==> src/rtl/tmr_pkg.sv <==
package tmr_pkg;
  typedef enum logic [1:0] {
    MODE_PRE13   = 2'b00,
    MODE_FULL16  = 2'b01,
    MODE_RELOAD8 = 2'b10,
    MODE_HALT    = 2'b11
  } tmr_mode_e;

  typedef struct packed {
    logic      gate_en;
    logic      ext_sel;
    tmr_mode_e mode;
  } tmr_cfg_t;

  localparam int CFG_W = $bits(tmr_cfg_t);
  localparam logic [1:0] ADDR_CTRL = 2'd0;
  localparam logic [1:0] ADDR_LO   = 2'd1;
  localparam logic [1:0] ADDR_HI   = 2'd2;
  localparam int RUN_BIT  = CFG_W;
  localparam int FLAG_BIT = CFG_W + 1;
endpackage

==> src/rtl/tmr_tick_gen.sv <==
module tmr_tick_gen #(
  parameter int DIV = 6
) (
  input  logic clk_i,
  input  logic rst_ni,
  output logic tick_o
);
  localparam int CNT_W = (DIV > 1) ? $clog2(DIV) : 1;
  localparam logic [CNT_W-1:0] LAST = CNT_W'(DIV - 1);

  logic [CNT_W-1:0] cnt_q;

  always_ff @(posedge clk_i or negedge rst_ni) begin
    if (!rst_ni)           cnt_q <= '0;
    else if (cnt_q == LAST) cnt_q <= '0;
    else                   cnt_q <= cnt_q + 1'b1;
  end

  assign tick_o = (cnt_q == LAST);
endmodule

==> src/rtl/tmr_evt_sample.sv <==
module tmr_evt_sample (
  input  logic clk_i,
  input  logic rst_ni,
  input  logic tick_i,
  input  logic ev_i,
  output logic fall_o
);
  logic samp_q;

  always_ff @(posedge clk_i or negedge rst_ni) begin
    if (!rst_ni)     samp_q <= 1'b0;
    else if (tick_i) samp_q <= ev_i;
  end

  // previous sample high, current sample low
  assign fall_o = tick_i & samp_q & ~ev_i;
endmodule

==> src/rtl/tmr_count_core.sv <==
module tmr_count_core
  import tmr_pkg::*;
#(
  parameter int BYTE_W = 8,
  parameter int PRE_W  = 5
) (
  input  logic              clk_i,
  input  logic              rst_ni,
  input  logic              inc_i,
  input  tmr_mode_e         mode_i,
  input  logic              wr_lo_i,
  input  logic              wr_hi_i,
  input  logic [BYTE_W-1:0] wdata_i,
  output logic [BYTE_W-1:0] lo_o,
  output logic [BYTE_W-1:0] hi_o,
  output logic              ovf_o
);
  logic [BYTE_W-1:0] lo_q, hi_q, lo_d, hi_d;
  logic              ovf;

  always_comb begin
    lo_d = lo_q;
    hi_d = hi_q;
    ovf  = 1'b0;
    if (inc_i) begin
      unique case (mode_i)
        MODE_PRE13: begin
          if (&lo_q[PRE_W-1:0]) begin
            lo_d[PRE_W-1:0] = '0;
            hi_d            = hi_q + 1'b1;
            ovf             = &hi_q;
          end else begin
            lo_d[PRE_W-1:0] = lo_q[PRE_W-1:0] + 1'b1;
          end
        end
        MODE_FULL16: begin
          {hi_d, lo_d} = {hi_q, lo_q} + 1'b1;
          ovf          = &{hi_q, lo_q};
        end
        MODE_RELOAD8: begin
          if (&lo_q) begin
            lo_d = hi_q;
            ovf  = 1'b1;
          end else begin
            lo_d = lo_q + 1'b1;
          end
        end
        default: ;
      endcase
    end
    if (wr_lo_i) lo_d = wdata_i;
    if (wr_hi_i) hi_d = wdata_i;
  end

  always_ff @(posedge clk_i or negedge rst_ni) begin
    if (!rst_ni) begin
      lo_q <= '0;
      hi_q <= '0;
    end else begin
      lo_q <= lo_d;
      hi_q <= hi_d;
    end
  end

  assign lo_o  = lo_q;
  assign hi_o  = hi_q;
  assign ovf_o = ovf;
endmodule

==> src/rtl/timer_counter.sv <==
module timer_counter
  import tmr_pkg::*;
#(
  parameter int DIV    = 6,
  parameter int BYTE_W = 8,
  parameter int PRE_W  = 5
) (
  input  logic              clk_i,
  input  logic              rst_ni,
  input  logic              wr_en_i,
  input  logic [1:0]        addr_i,
  input  logic [BYTE_W-1:0] wdata_i,
  output logic [BYTE_W-1:0] rdata_o,
  input  logic              ev_i,
  input  logic              gate_i,
  input  logic              irq_ack_i,
  output logic              irq_o
);
  tmr_cfg_t          cfg_q;
  tmr_mode_e         mode_w;
  logic              run_q, flag_q, flag_d;
  logic              tick, fall, inc, ovf, gate_ok;
  logic              wr_ctrl, wr_lo, wr_hi;
  logic [BYTE_W-1:0] lo, hi;

  assign wr_ctrl = wr_en_i && (addr_i == ADDR_CTRL);
  assign wr_lo   = wr_en_i && (addr_i == ADDR_LO);
  assign wr_hi   = wr_en_i && (addr_i == ADDR_HI);
  assign mode_w  = cfg_q.mode;

  tmr_tick_gen #(.DIV(DIV)) u_tick (
    .clk_i (clk_i),
    .rst_ni(rst_ni),
    .tick_o(tick)
  );

  tmr_evt_sample u_evt (
    .clk_i (clk_i),
    .rst_ni(rst_ni),
    .tick_i(tick),
    .ev_i  (ev_i),
    .fall_o(fall)
  );

  assign gate_ok = ~cfg_q.gate_en | gate_i;
  assign inc     = run_q & gate_ok & (cfg_q.ext_sel ? fall : tick);

  tmr_count_core #(.BYTE_W(BYTE_W), .PRE_W(PRE_W)) u_core (
    .clk_i  (clk_i),
    .rst_ni (rst_ni),
    .inc_i  (inc),
    .mode_i (mode_w),
    .wr_lo_i(wr_lo),
    .wr_hi_i(wr_hi),
    .wdata_i(wdata_i),
    .lo_o   (lo),
    .hi_o   (hi),
    .ovf_o  (ovf)
  );

  // overflow beats acknowledge beats software write
  always_comb begin
    flag_d = flag_q;
    if (wr_ctrl)   flag_d = wdata_i[FLAG_BIT];
    if (irq_ack_i) flag_d = 1'b0;
    if (ovf)       flag_d = 1'b1;
  end

  always_ff @(posedge clk_i or negedge rst_ni) begin
    if (!rst_ni) begin
      cfg_q  <= '0;
      run_q  <= 1'b0;
      flag_q <= 1'b0;
    end else begin
      if (wr_ctrl) begin
        cfg_q <= tmr_cfg_t'(wdata_i[CFG_W-1:0]);
        run_q <= wdata_i[RUN_BIT];
      end
      flag_q <= flag_d;
    end
  end

  always_comb begin
    rdata_o = '0;
    unique case (addr_i)
      ADDR_CTRL: begin
        rdata_o[CFG_W-1:0] = cfg_q;
        rdata_o[RUN_BIT]   = run_q;
        rdata_o[FLAG_BIT]  = flag_q;
      end
      ADDR_LO: rdata_o = lo;
      ADDR_HI: rdata_o = hi;
      default: rdata_o = '0;
    endcase
  end

  assign irq_o = flag_q;
endmodule

==> config.mk <==
export PLATFORM = sky130hd
export DESIGN_NAME = timer_counter
export DESIGN_NICKNAME = d
export VERILOG_FILES = /design/src/rtl/tmr_pkg.sv /design/src/rtl/tmr_tick_gen.sv /design/src/rtl/tmr_evt_sample.sv /design/src/rtl/tmr_count_core.sv /design/src/rtl/timer_counter.sv
export SDC_FILE = /design/constraint.sdc
export NUM_CORES = 1
export LEC_CHECK = 0
export BUFFER_PORTS_ARGS = -buffer_cell sky130_fd_sc_hd__buf_2
export CAP_MARGIN = 20
export CORE_MARGIN = 2
export CORE_UTILIZATION = 30
export CTS_CLUSTER_SIZE = 14
export DETAILED_ROUTE_END_ITERATION = 16
export GPL_TIMING_DRIVEN = 0
export SLEW_MARGIN = 0
export SYNTH_ARGS = -nofsm -noshare
export SYNTH_HDL_FRONTEND = slang
export SYNTH_SLANG_ARGS = --single-unit
==> constraint.sdc <==
create_clock -name clk_i -period 2.2 [get_ports clk_i]
set_input_delay 0.66 -clock clk_i [delete_from_list [all_inputs] [get_ports clk_i]]
set_output_delay 0.66 -clock clk_i [all_outputs]
set_load 0.01 [all_outputs]
==> results of run 1 <==
## worst min path at each step
stage	cells after the start	start	slack, ns	endpoint
global placement	1	u_evt.samp_q$_DFFE_PN0N_	0.49	u_evt.samp_q$_DFFE_PN0N_
finish	1	rst_ni	0.38	mode_w[1]$_DFFE_PN0P_
detailed placement	1	u_evt.samp_q$_DFFE_PN0N_	0.50	u_evt.samp_q$_DFFE_PN0N_
global route	1	rst_ni	0.43	u_tick.cnt_q[0]$_DFF_PN0_
floorplan	0	rst_ni	0.36	cfg_q[2]$_DFFE_PN0P_
CTS	1	rst_ni	0.40	u_core.lo_o[1]$_DFFE_PN0P_
## sequential cells by signal, indices dropped and copies added (netlist names)
name          flops
cfg_q             2
u_tick.cnt_q      3
u_core.lo_o       8
run_q             1
mode_w            2
u_core.hi_o       8
u_evt.samp_q      1
irq_o             1
## power by group through the flow
| stage | combinational (mW) | sequential [mW] | clock, mW |
|---|---|---|---|
| 3_5_place_dp | 0.520 | 0.745 | 0 |
| 3_3_place_gp | 0.511 | 0.741 | 0 |
| 5_1_grt | 0.689 | 0.751 | 0.442 |
| 4_1_cts | 0.594 | 0.720 | 0.425 |
| 2_1_floorplan | 0.391 | 0.687 | 0 |
| 6_report | 0.621 | 0.735 | 0.410 |
## routing by layer
metal	GRT usage (%)	part of all wire, %
met1	23.33	48
met2	25.44	46
met4	3.428	0.53
met5	0	0
met3	1.889	5.6
## worst max-delay path, cell delays in order
cell,delay (ns)
buf_12,0.09
inv_8,0.03
ha_4,0.18
buf_6,0.13
a222oi_1,0.24
nor2_1,0.08
buf_2,0.15
## cell usage in the layout, fill, tap and decap left out, types with 6 or more instances in the layout
cell,instances
a21oi_1,12
a222oi_1,6
buf_2,23
buf_4,8
dfrtp_1,25
ha_1,6
inv_1,6
mux2_2,6
nand2_1,15
nand3_1,12
nand4_1,7
nor2_1,22
o21ai_0,9
## area by class of cell
| cell class | count | area share, % |
|---|---|---|
| plain buffers | 4 | 0.9101 |
| well taps | 75 | 4.015 |
| flip-flops and latches | 26 | 27.89 |
| inverters | 10 | 2.141 |
| clock buffers | 3 | 1.767 |
| multi-input cells | 164 | 52.73 |
| clock inverters | 1 | 1.285 |
| repair buffers | 33 | 9.261 |
## cell usage after synthesis, types with 2 or more instances
cell type / n
a211oi_1: 3
a21o_1: 2
a21oi_1: 12
a222oi_1: 6
a22oi_1: 3
a31oi_1: 5
and2_1: 2
and3_1: 2
and4_4: 2
clkbuf_1: 4
dfrtp_1: 26
ha_1: 11
inv_1: 9
mux2_2: 6
mux2i_1: 2
nand2_1: 15
nand3_1: 12
nand4_1: 7
nor2_1: 22
nor2b_1: 4
o211ai_1: 2
o21ai_0: 9
o21ai_1: 2
o2bb2ai_1: 2
o31ai_1: 5
or3_1: 3
or4_1: 2
xnor2_1: 2
xor2_1: 5
## kinds of logic (layout without fill, tap and decap cells)
group / count (synthesis) / count (layout) / share of synthesized area (%)
adders and majority gates: 11 / 11 / 7.343
and+or+nand+nor: 78 / 78 / 22.90
buffers and inverters: 17 / 51 / 3.737
xor gates and xnor gates: 7 / 7 / 3.271
AOI/OAI and AO/OA: 60 / 60 / 23.37
DFF: 26 / 26 / 34.71
muxes: 8 / 8 / 4.673
## what timing repair did
action | CTS | global route
setup endpoints to repair | 16 | 9
buffers inserted | 6 | 3
hold buffers | 0 | 0
pin swaps | 6 | 7
resized for setup | 26 | 6
==> key figures, run 1 <==
Outcome
  – Outcome: complete, but fails checks
  – Violated checks: setup timing

Drt
  – Wirelength, routed: 5521 µm
  – Vias per cell: 5.734
  – Drt first pass iters: 4
  – DR vias: 1812
  – Initial DRC count: 165
  – Detailed-route DRC error count: 0
  – Average wire per standard cell: 17.47 µm
  – ANT nets after route: 0

Timing
  – Worst Skew: 0.008004 ns
  – Worst setup margin: -0.02367 ns
  – RSZ-0062 raised after global routing: yes
  – Worst hold slack: 0.3766 ns
  – Setup violators final: 2
  – TNS Setup: -0.02813 ns
  – Worst rel slew slack: 59.75%
  – Period Utilization, post-route: 101.1%
  – Final hold violations: 0
  – Fmax achieved: 449.7 MHz
  – Tightest Pin Transition: 0.6037 ns
  – Tmin final: 2.224 ns
  – Final Slew Violations: 0

Yosys
  – Top FF cell, synth: dfrtp_1
  – Yosys warnings: 0
  – Synth Instances: 207
  – Syn_area_per_cell: 9.055 µm²
  – Post-synth ARST share: 100.0%
  – Top cells by area, synth: dfrtp_1 35%, ha_1 7.3%, nor2_1 4.4%, mux2_2 3.6%, a21oi_1 3.2%
  – Post-synth cell types: 49
  – Mapped Area: 1874 µm²
  – Seq/Total Area, Yosys: 34.71%
  – Top cell type's share of synthesized area: 34.71%
  – EDFF count, synth: 0
  – Syn nets: 234
  – Synth area leader: dfrtp_1
  – Register bit total from synthesis: 26

Placement
  – Routability congestion estimate: 0.9004
  – Dpl cells: 306
  – Input/output buffers: 24
  – DP Area: 2088 µm²
  – HPWL after DPL: 3923 µm
  – DP Worst Slack: -0.2898 ns

Worst setup path
  – R2R Path Start: u_core.lo_o[1]$_DFFE_PN0P_
  – Critical Path Start Type: input port
  – Crit Path Category: in -> out
  – Crit path DAT: 1.56 ns
  – Reg2reg setup slack: 0.09 ns
  – R2R cell count: 10
  – Worst Setup End Kind: primary output
  – Worst setup path end: rdata_o[4]
  – Maximum fanout along the worst path: 6
  – CP startpoint: addr_i[0]
  – R2r endpoint: u_core.hi_o[3]$_DFFE_PN0P_
  – Req. time, crit path: 1.54 ns

Run
  – Max-cap violations: 0

Pwr
  – Sequential power share: 41.6%
  – Switching power total: 659.6 µW
  – Maximum VDD drop: 0.0002840 V
  – Switching part of the total: 37.35%
  – Pwr dens: 755.7 nW/µm²
  – Total power: 1.766 mW
  – Clk pwr share: 23.2%
  – Combinational share of power: 35.2%
  – Leak Pwr: 0.9413 nW
  – Int Pwr: 1.107 mW

GRT
  – GR Util All Layers: 16.00%
  – Vias in the first global route: 1759
  – Grt total ovfl: 0
  – Largest net degree at the start of global routing: 27
  – Initial antenna violation count: 0
  – First-pass GRT wire length: 8997 µm

Floorplanning
  – Die Area: 6896 µm²
  – Initial Util: 31.29%
  – CORE AREA: 5991 µm²
  – Number of top-level pins: 25
  – Die H: 83.04 µm
  – Die X: 83.04 µm
  – Rows: 28

CTS
  – TritonCTS Buffers: 3
  – CTS Root Cell: clkbuf_8
  – CTS tree: done
  – Clock sinks: 26
  – Skew-Pair Late Insertion Delay: 0.28 ns
  – Clock-pin slew on the worst setup and hold paths: 0.10 ns
  – CTS max path bufs: 2
  – H-tree levels: 1

Layout
  – Register area: 651.9 µm²
  – P&R area growth vs syn: 24.70%
  – Final cell count without fillers: 316
  – Final Util: 39.01%
  – Final Cell Area: 2337 µm²
  – Number of diodes: 0
  – FILL cells: 603
  – Multi-input logic area: 1232 µm²
  – Share of layout cells above drive strength 1: 27.39%
  – Nets: 269

Min path
  – Worst min path class: in -> async
(Power assumes the default switching activity.)
==> run 2: changes to the inputs <==
--- a/config.mk
+++ b/config.mk
@@ -5,6 +5,7 @@
 export SDC_FILE = /design/constraint.sdc
 export NUM_CORES = 1
 export LEC_CHECK = 0
+export ABC_AREA = 1
 export BUFFER_PORTS_ARGS = -buffer_cell sky130_fd_sc_hd__buf_2
 export CAP_MARGIN = 20
 export CORE_MARGIN = 2
==> run 2 against run 1 <==
Compared with the run above:
- the flow now finishes without violations
- hold slack improved by 0.0017 ns
- fmax grew 2.9%
- routed wire length rose by 14%
- critical path depth did not move
- setup slack improved by 0.063 ns
- core utilization shrank 1.0 points
- combinational power increased by 13%
- area after synthesis is 16% higher
- highest routed layer unchanged
==> key figures, run 2 <==
CTS
  – CTS tree: done
  – Hold Buf Count CTS: 0 (unchanged)
  – CTS max path bufs: 2 (unchanged)
  – Clock-pin slew on the worst setup and hold paths: 0.10 ns (about the same)
  – H-tree levels: 1 (unchanged)
  – CTS Root Cell: clkbuf_8
  – Skew-Pair Late Insertion Delay: 0.28 ns (about the same)
  – Clock sinks: 26 (unchanged)
  – TritonCTS Buffers: 3 (unchanged)

Layout
  – Final Util: 37.97% (-1.0 points)
  – Final cell count without fillers: 464 (+47%)
  – Number of diodes: 0 (unchanged)
  – Share of layout cells above drive strength 1: 20.38% (-7.0 points)
  – Nets: 396 (+47%)
  – Commonest non-fill, non-tap cells in the layout: 109 x nand2_1, 50 x nand3_1, 40 x inv_1, 29 x nor2_1, 25 x dfrtp_1
  – Most common cell after layout, fill and taps aside: nand2_1
  – Final Cell Area: 2623 µm² (+12%)
  – P&R area growth vs syn: 20.95%

Pwr
  – Maximum VDD drop: 0.0004435 V (+56%)
  – Pwr dens: 708.4 nW/µm² (-6.3%)
  – Total power: 1.858 mW (+5.2%)
  – Leak Pwr: 1.375 nW (+46%)

Floorplanning
  – Rows: 30 (+7.1%)
  – Die Area: 7924 µm² (+15%)
  – Die X: 89.02 µm (+7.2%)
  – CORE AREA: 6907 µm² (+15%)
  – Die H: 89.02 µm (+7.2%)
  – Number of top-level pins: 25 (unchanged)
  – Initial Util: 31.39% (+0.11 points)

Yosys
  – Synth Instances: 338 (+63%)
  – Syn_area_per_cell: 6.415 µm² (-29%)
  – Post-synth ARST share: 100.0% (unchanged)
  – Synth area leader: dfrtp_1
  – Syn nets: 365 (+56%)
  – Top cell type's share of synthesized area: 30.01% (-4.7 points)
  – Most frequent cells after synthesis: 115 x nand2_1, 53 x nand3_1, 44 x inv_1
  – Top FF cell, synth: dfrtp_1
  – Mapped Area: 2168 µm² (+16%)
  – Top-count cell post-synth: nand2_1
  – Yosys warnings: 0 (unchanged)
  – EDFF count, synth: 0 (unchanged)
  – Top cells by area, synth: dfrtp_1 30%, nand2_1 20%, nand3_1 12%, inv_1 7.6%, ha_1 6.3%
  – Seq/Total Area, Yosys: 30.01% (-4.7 points)
  – Post-synth cell types: 29 (-41%)
  – Register bit total from synthesis: 26 (unchanged)

Drt
  – ANT nets after route: 0 (unchanged)
  – Detailed-route DRC error count: 0 (unchanged)
  – Wirelength, routed: 6301 µm (+14%)
  – Average wire per standard cell: 13.58 µm (-22%)
  – Drt first pass iters: 5 (+1)
  – Initial DRC count: 167 (+1.2%)
  – Vias per cell: 4.793 (-16%)
  – DR vias: 2224 (+23%)

Worst setup path
  – Maximum fanout along the worst path: 4 (-2)
  – Req. time, crit path: 1.54 ns (about the same)
  – Crit-path max cell delay: 0.14 ns (-0.10 ns)
  – Crit path DAT: 1.50 ns (-0.06 ns)
  – Worst path slowest cell: buf_4
  – CP startpoint: addr_i[1]
  – Crit Path Category: in -> out
  – Cell Chain, Critical Path: buf_4, inv_4, ha_4, buf_4, nand2_1, a21oi_2, buf_2
  – Critical Path Start Type: input port
  – Worst Setup End Kind: primary output
  – Cell mode on critical path: buf_4
  – R2R Path Start: u_core.lo_o[1]$_DFFE_PN0P_

Timing
  – Tightest Pin Transition: 0.6208 ns (+0.01704 ns)
  – Setup violators final: 0 (-2)
  – Period Utilization, post-route: 98.22% (-2.9 points)
  – Worst rel slew slack: 58.62% (-1.1 points)
  – Fmax achieved: 462.8 MHz (+2.9%)
  – RSZ-0062 raised after global routing: yes
  – Worst Skew: 0.003258 ns (-0.004746 ns)
  – Final hold violations: 0 (unchanged)
  – Tmin final: 2.161 ns (-0.06285 ns)
  – Final Slew Violations: 0 (unchanged)

GRT
  – Grt total ovfl: 0 (unchanged)
  – Largest net degree at the start of global routing: 27 (unchanged)
  – GR Util All Layers: 16.41% (+0.41 points)
  – Vias in the first global route: 1968 (+12%)
  – Initial antenna violation count: 0 (unchanged)
  – Met3 track demand over resource: 3.601% (+1.7 points)
  – M1 GR Usage: 24.28% (+0.94 points)
  – M2 GR Usage: 25.31% (-0.13 points)
  – First-pass GRT wire length: 9929 µm (+10%)
  – Most used routing layer in global routing: met2

Placement
  – DP Area: 2409 µm² (+15%)
  – Dpl cells: 458 (+50%)
  – Routability congestion estimate: 0.8639 (-4.1%)
  – HPWL after DPL: 4714 µm (+20%)
  – Input/output buffers: 24 (unchanged)

Run
  – Max-cap violations: 0 (unchanged)

Outcome
  – Outcome: complete, no violations

Min path
  – Worst min path class: in -> async
[run 2: changes by cell type after synthesis, sizes merged, moves of 4 or more]
cell / before / now
a21oi: 13 / 9
nand3: 12 / 55
nor2b: 4 / 0
inv: 10 / 45
nand2: 16 / 120
a222oi: 6 / 0
mux2: 6 / 2
buf: 2 / 6
a31oi: 5 / 0
nor2: 22 / 36
o31ai: 5 / 0
[run 2: what timing repair did]
item	CTS	global route
pin swaps	1	6
gates cloned	2	0
setup endpoints to repair	8	15
setup buffers	0	1
resized for setup	16	21
[run 2: kinds of logic after synthesis]
family / synth area share [%]
compound gates: 5.020
xor+xnor: 1.212
fa+ha+maj: 6.347
buf+inv: 9.809
flops: 30.01
mux: 1.039
simple gates: 46.57
[run 2: power by group]
group          internal (mW)  switching (mW)
Sequential             0.578           0.156
Combinational          0.275           0.428
Clock                  0.244           0.177
[run 2: worst paths after layout]
| path | endpoint | slack, ns | cells after the start |
|---|---|---|---|
| worst max-delay path | rdata_o[6] | 0.04 | 7 |
| worst min register to register | u_tick.cnt_q[0]$_DFF_PN0_ | 0.52 | 1 |
| min in group clk_i | u_tick.cnt_q[0]$_DFF_PN0_ | 0.52 | 1 |
| max in group asynchronous | u_core.lo_o[0]$_DFFE_PN0P_ | 1.38 | 1 |
| worst min-delay path | u_tick.cnt_q[2]$_DFF_PN0_ | 0.38 | 1 |
| worst max register to register | u_core.hi_o[3]$_DFFE_PN0P_ | 0.20 | 10 |
[run 2: worst max-delay path, delay by kind of cell]
kind | cells | cell delay, ns
compound gates | 1 | 0.14
fa+ha+maj | 1 | 0.14
simple gates | 1 | 0.07
buf+inv | 4 | 0.49
[run 2: area by class of cell]
| cell class | count | area [µm²] |
|---|---|---|
| timing repair buffer | 27 | 163.9 |
| inverter | 46 | 177.7 |
| clock buffer | 3 | 41.29 |
| multi-input combinational | 259 | 1389 |
| sequential | 26 | 651.9 |
| buffer | 6 | 48.80 |
| clock inverter | 1 | 30.03 |
| tap | 96 | 120.1 |
| fill | 794 | 4284 |
[run 2: metal layers]
metal  routed length, µm  share of wire, %  vias up
met5                   0                 0        -
met4                  58              0.92        0
met3                 425               6.7        6
met2                2694                43       81
met1                3122                50     1007
li1                    -                 -     1130
[run 2: stage by stage]
stage / TNS (ns) / hold WS, ns / setup slack (ns)
6_report: 0 / 0.3783 / 0.03918
5_1_grt: -0.08340 / 0.4362 / -0.04140
4_1_cts: 0 / 0.4038 / 0.004538
3_5_place_dp: -1.841 / 0.5049 / -0.2169
3_3_place_gp: -1.539 / 0.4739 / -0.1975
2_1_floorplan: 0 / 0.3644 / 0.2253
==> run 3: changes to the inputs <==
--- a/config.mk
+++ b/config.mk
@@ -13,6 +13,7 @@
 export CTS_CLUSTER_SIZE = 14
 export DETAILED_ROUTE_END_ITERATION = 16
 export GPL_TIMING_DRIVEN = 0
+export RECOVER_POWER = 50
 export SLEW_MARGIN = 0
 export SYNTH_ARGS = -nofsm -noshare
 export SYNTH_HDL_FRONTEND = slang
==> run 3 against run 2 <==
Compared with the run above:
- combinational power barely moved
- non-clock buffer count did not move
- fmax did not move
- routed wire length barely moved
- clock-buffer cell count did not move
- critical path depth did not move
- the flow now finishes with violations (capacitance limit)
- via count barely moved
- clock power barely moved
- critical path type unchanged
- hold slack improved by 0.14 ns
- critical endpoint unchanged
- die area did not move
==> key figures, run 3 (synthesized netlist as in run 2, its figures left out) <==
Outcome
  – Outcome: complete, but fails checks
  – Violated checks: capacitance limit

Drt
  – ANT nets after route: 0 (unchanged)
  – Initial DRC count: 167 (unchanged)
  – Detailed-route DRC error count: 0 (unchanged)
  – Average wire per standard cell: 13.58 µm (about the same)
  – Vias per cell: 4.797 (about the same)
  – Drt first pass iters: 5 (unchanged)
  – Wirelength, routed: 6303 µm (about the same)
  – DR vias: 2226 (+0.090%)

GRT
  – Vias in the first global route: 1968 (unchanged)
  – Grt total ovfl: 0 (unchanged)
  – GR Util All Layers: 16.41% (unchanged)
  – First-pass GRT wire length: 9929 µm (unchanged)
  – Largest net degree at the start of global routing: 27 (unchanged)
  – Initial antenna violation count: 0 (unchanged)

Min path
  – Worst Hold Path Cells: 1
  – Worst min path class: reg -> reg
  – Hold Startpoint: u_tick.cnt_q[0]$_DFF_PN0_
  – WHS Endpoint: u_tick.cnt_q[0]$_DFF_PN0_

Timing
  – Final hold violations: 0 (unchanged)
  – RSZ-0062 raised after global routing: yes
  – Tmin final: 2.161 ns (unchanged)
  – Setup violators final: 0 (unchanged)
  – Worst setup margin: 0.03918 ns (unchanged)
  – Final Slew Violations: 0 (unchanged)
  – Worst rel slew slack: 0.9512% (-58 points)
  – Fmax achieved: 462.8 MHz (unchanged)
  – Tightest Pin Transition: 1.486 ns (+0.8650 ns)
  – Worst Skew: 0.002993 ns (-0.0002643 ns)
  – Period Utilization, post-route: 98.22% (unchanged)

CTS
  – H-tree levels: 1 (unchanged)
  – Hold Buf Count CTS: 0 (unchanged)
  – Clock-pin slew on the worst setup and hold paths: 0.10 ns (about the same)
  – CTS Root Cell: clkbuf_8
  – Clock sinks: 26 (unchanged)
  – CTS tree: done
  – TritonCTS Buffers: 3 (unchanged)
  – CTS max path bufs: 2 (unchanged)
  – Skew-Pair Late Insertion Delay: 0.28 ns (about the same)

Placement
  – HPWL after DPL: 4714 µm (unchanged)
  – Input/output buffers: 24 (unchanged)
  – DP Worst Slack: -0.2169 ns (unchanged)
  – Routability congestion estimate: 0.8639 (unchanged)

Layout
  – P&R area growth vs syn: 20.89% (about the same)
  – Final Util: 37.95% (about the same)
  – FILL cells: 795 (+0.13%)
  – Nets: 396 (unchanged)
  – Most common cell after layout, fill and taps aside: nand2_1
  – Commonest non-fill, non-tap cells in the layout: 109 x nand2_1, 50 x nand3_1, 40 x inv_1, 29 x nor2_1, 25 x dfrtp_1
  – Share of layout cells above drive strength 1: 20.11% (-0.27 points)
  – Number of diodes: 0 (unchanged)

Run
  – Max-cap violations: 1 (+1)

Worst setup path
  – R2R cell count: 10 (unchanged)
  – Crit-path max cell delay: 0.14 ns (about the same)
  – R2R Path Start: u_core.lo_o[1]$_DFFE_PN0P_
  – Worst path slowest cell: buf_4
  – Maximum fanout along the worst path: 4 (unchanged)
  – Crit Path Category: in -> out
  – Buf/Inv on CP: 4 (unchanged)
  – Cell Chain, Critical Path: buf_4, inv_4, ha_4, buf_4, nand2_1, a21oi_2, buf_2
  – Reg2reg setup slack: 0.20 ns (about the same)
  – Critical Path Start Type: input port
  – Cell family with most CP delay: buffers and inverters
  – Crit path DAT: 1.50 ns (about the same)
  – Worst Setup End Kind: primary output
  – R2r endpoint: u_core.hi_o[3]$_DFFE_PN0P_
  – Cell mode on critical path: buf_4
  – Req. time, crit path: 1.54 ns (about the same)

Floorplanning
  – Rows: 30 (unchanged)
  – Initial Util: 31.39% (unchanged)
  – Die Area: 7924 µm² (unchanged)
  – Number of top-level pins: 25 (unchanged)
  – CORE AREA: 6907 µm² (unchanged)
  – Die H: 89.02 µm (unchanged)
  – Die X: 89.02 µm (unchanged)

Pwr
  – Pwr dens: 708.8 nW/µm² (about the same)
  – Leak Pwr: 1.372 nW (-0.20%)
  – Maximum VDD drop: 0.0004443 V (+0.16%)
  – Total power: 1.858 mW (about the same)
run 3: changes by cell type in the layout (fill, tap and decap cells not counted), sizes merged:
cell    delta
buf        -1
clkbuf     +1
run 3: repair_timing:
action	CTS	global route
setup endpoints to repair	8	15
buffers inserted	0	1
gates cloned	2	0
gates resized for setup	16	21
pin swaps	1	6
run 3: how the worst max path moves through the flow:
stage	startpoint	endpoint	slack, ns	cells after the start
2_1_floorplan	addr_i[0]	rdata_o[0]	0.23	7
3_3_place_gp	addr_i[0]	rdata_o[0]	-0.20	9
3_5_place_dp	addr_i[0]	rdata_o[0]	-0.22	9
4_1_cts	addr_i[0]	rdata_o[4]	0.005	9
5_1_grt	addr_i[0]	rdata_o[1]	-0.04	9
6_report	addr_i[1]	rdata_o[6]	0.04	7
run 3: layout make-up:
cell class	instances	area, µm²	share of cell area (%)
multi-input combinational	259	1389	52.98
sequential	26	651.9	24.87
inverter	46	177.7	6.778
timing repair buffer	27	162.7	6.205
tap	96	120.1	4.582
buffer	6	48.80	1.862
clock buffer	3	41.29	1.575
clock inverter	1	30.03	1.146
run 3: per-layer routing:
metal  global-route usage, %  routed length [µm]
met2                   25.31                2691
met3                   3.601                 428
met4                   2.035                  58
met5                       0                   0
met1                   24.28                3125
run 3: power breakdown:
part / internal [mW] / switching (mW) / total [mW]
Combinational: 0.275 / 0.428 / 0.703
Clock: 0.244 / 0.178 / 0.421
Sequential: 0.578 / 0.156 / 0.734
Total: 1.10 / 0.761 / 1.86
run 3: through the flow:
step	hold WS, ns	cell area, µm²	setup TNS [ns]	cells
finish	0.5223	2621	0	464
global route	0.5588	2621	-0.08340	464
CTS	0.4038	2547	0	463
detailed placement	0.5049	2409	-1.841	458
global placement	0.4739	2409	-1.539	458
floorplan	0.3644	2168	0	338
run 3: worst register-to-register path, cell delays in order, from the launching register on:
cell     delay (ns)
dfrtp_1        0.45
ha_1           0.22
nand2_2        0.08
nor2_4         0.15
ha_1           0.19
inv_1          0.08
a21oi_2        0.19
nand3_4        0.16
nor2_4         0.23
nand3_1        0.11
nand3_1        0.07
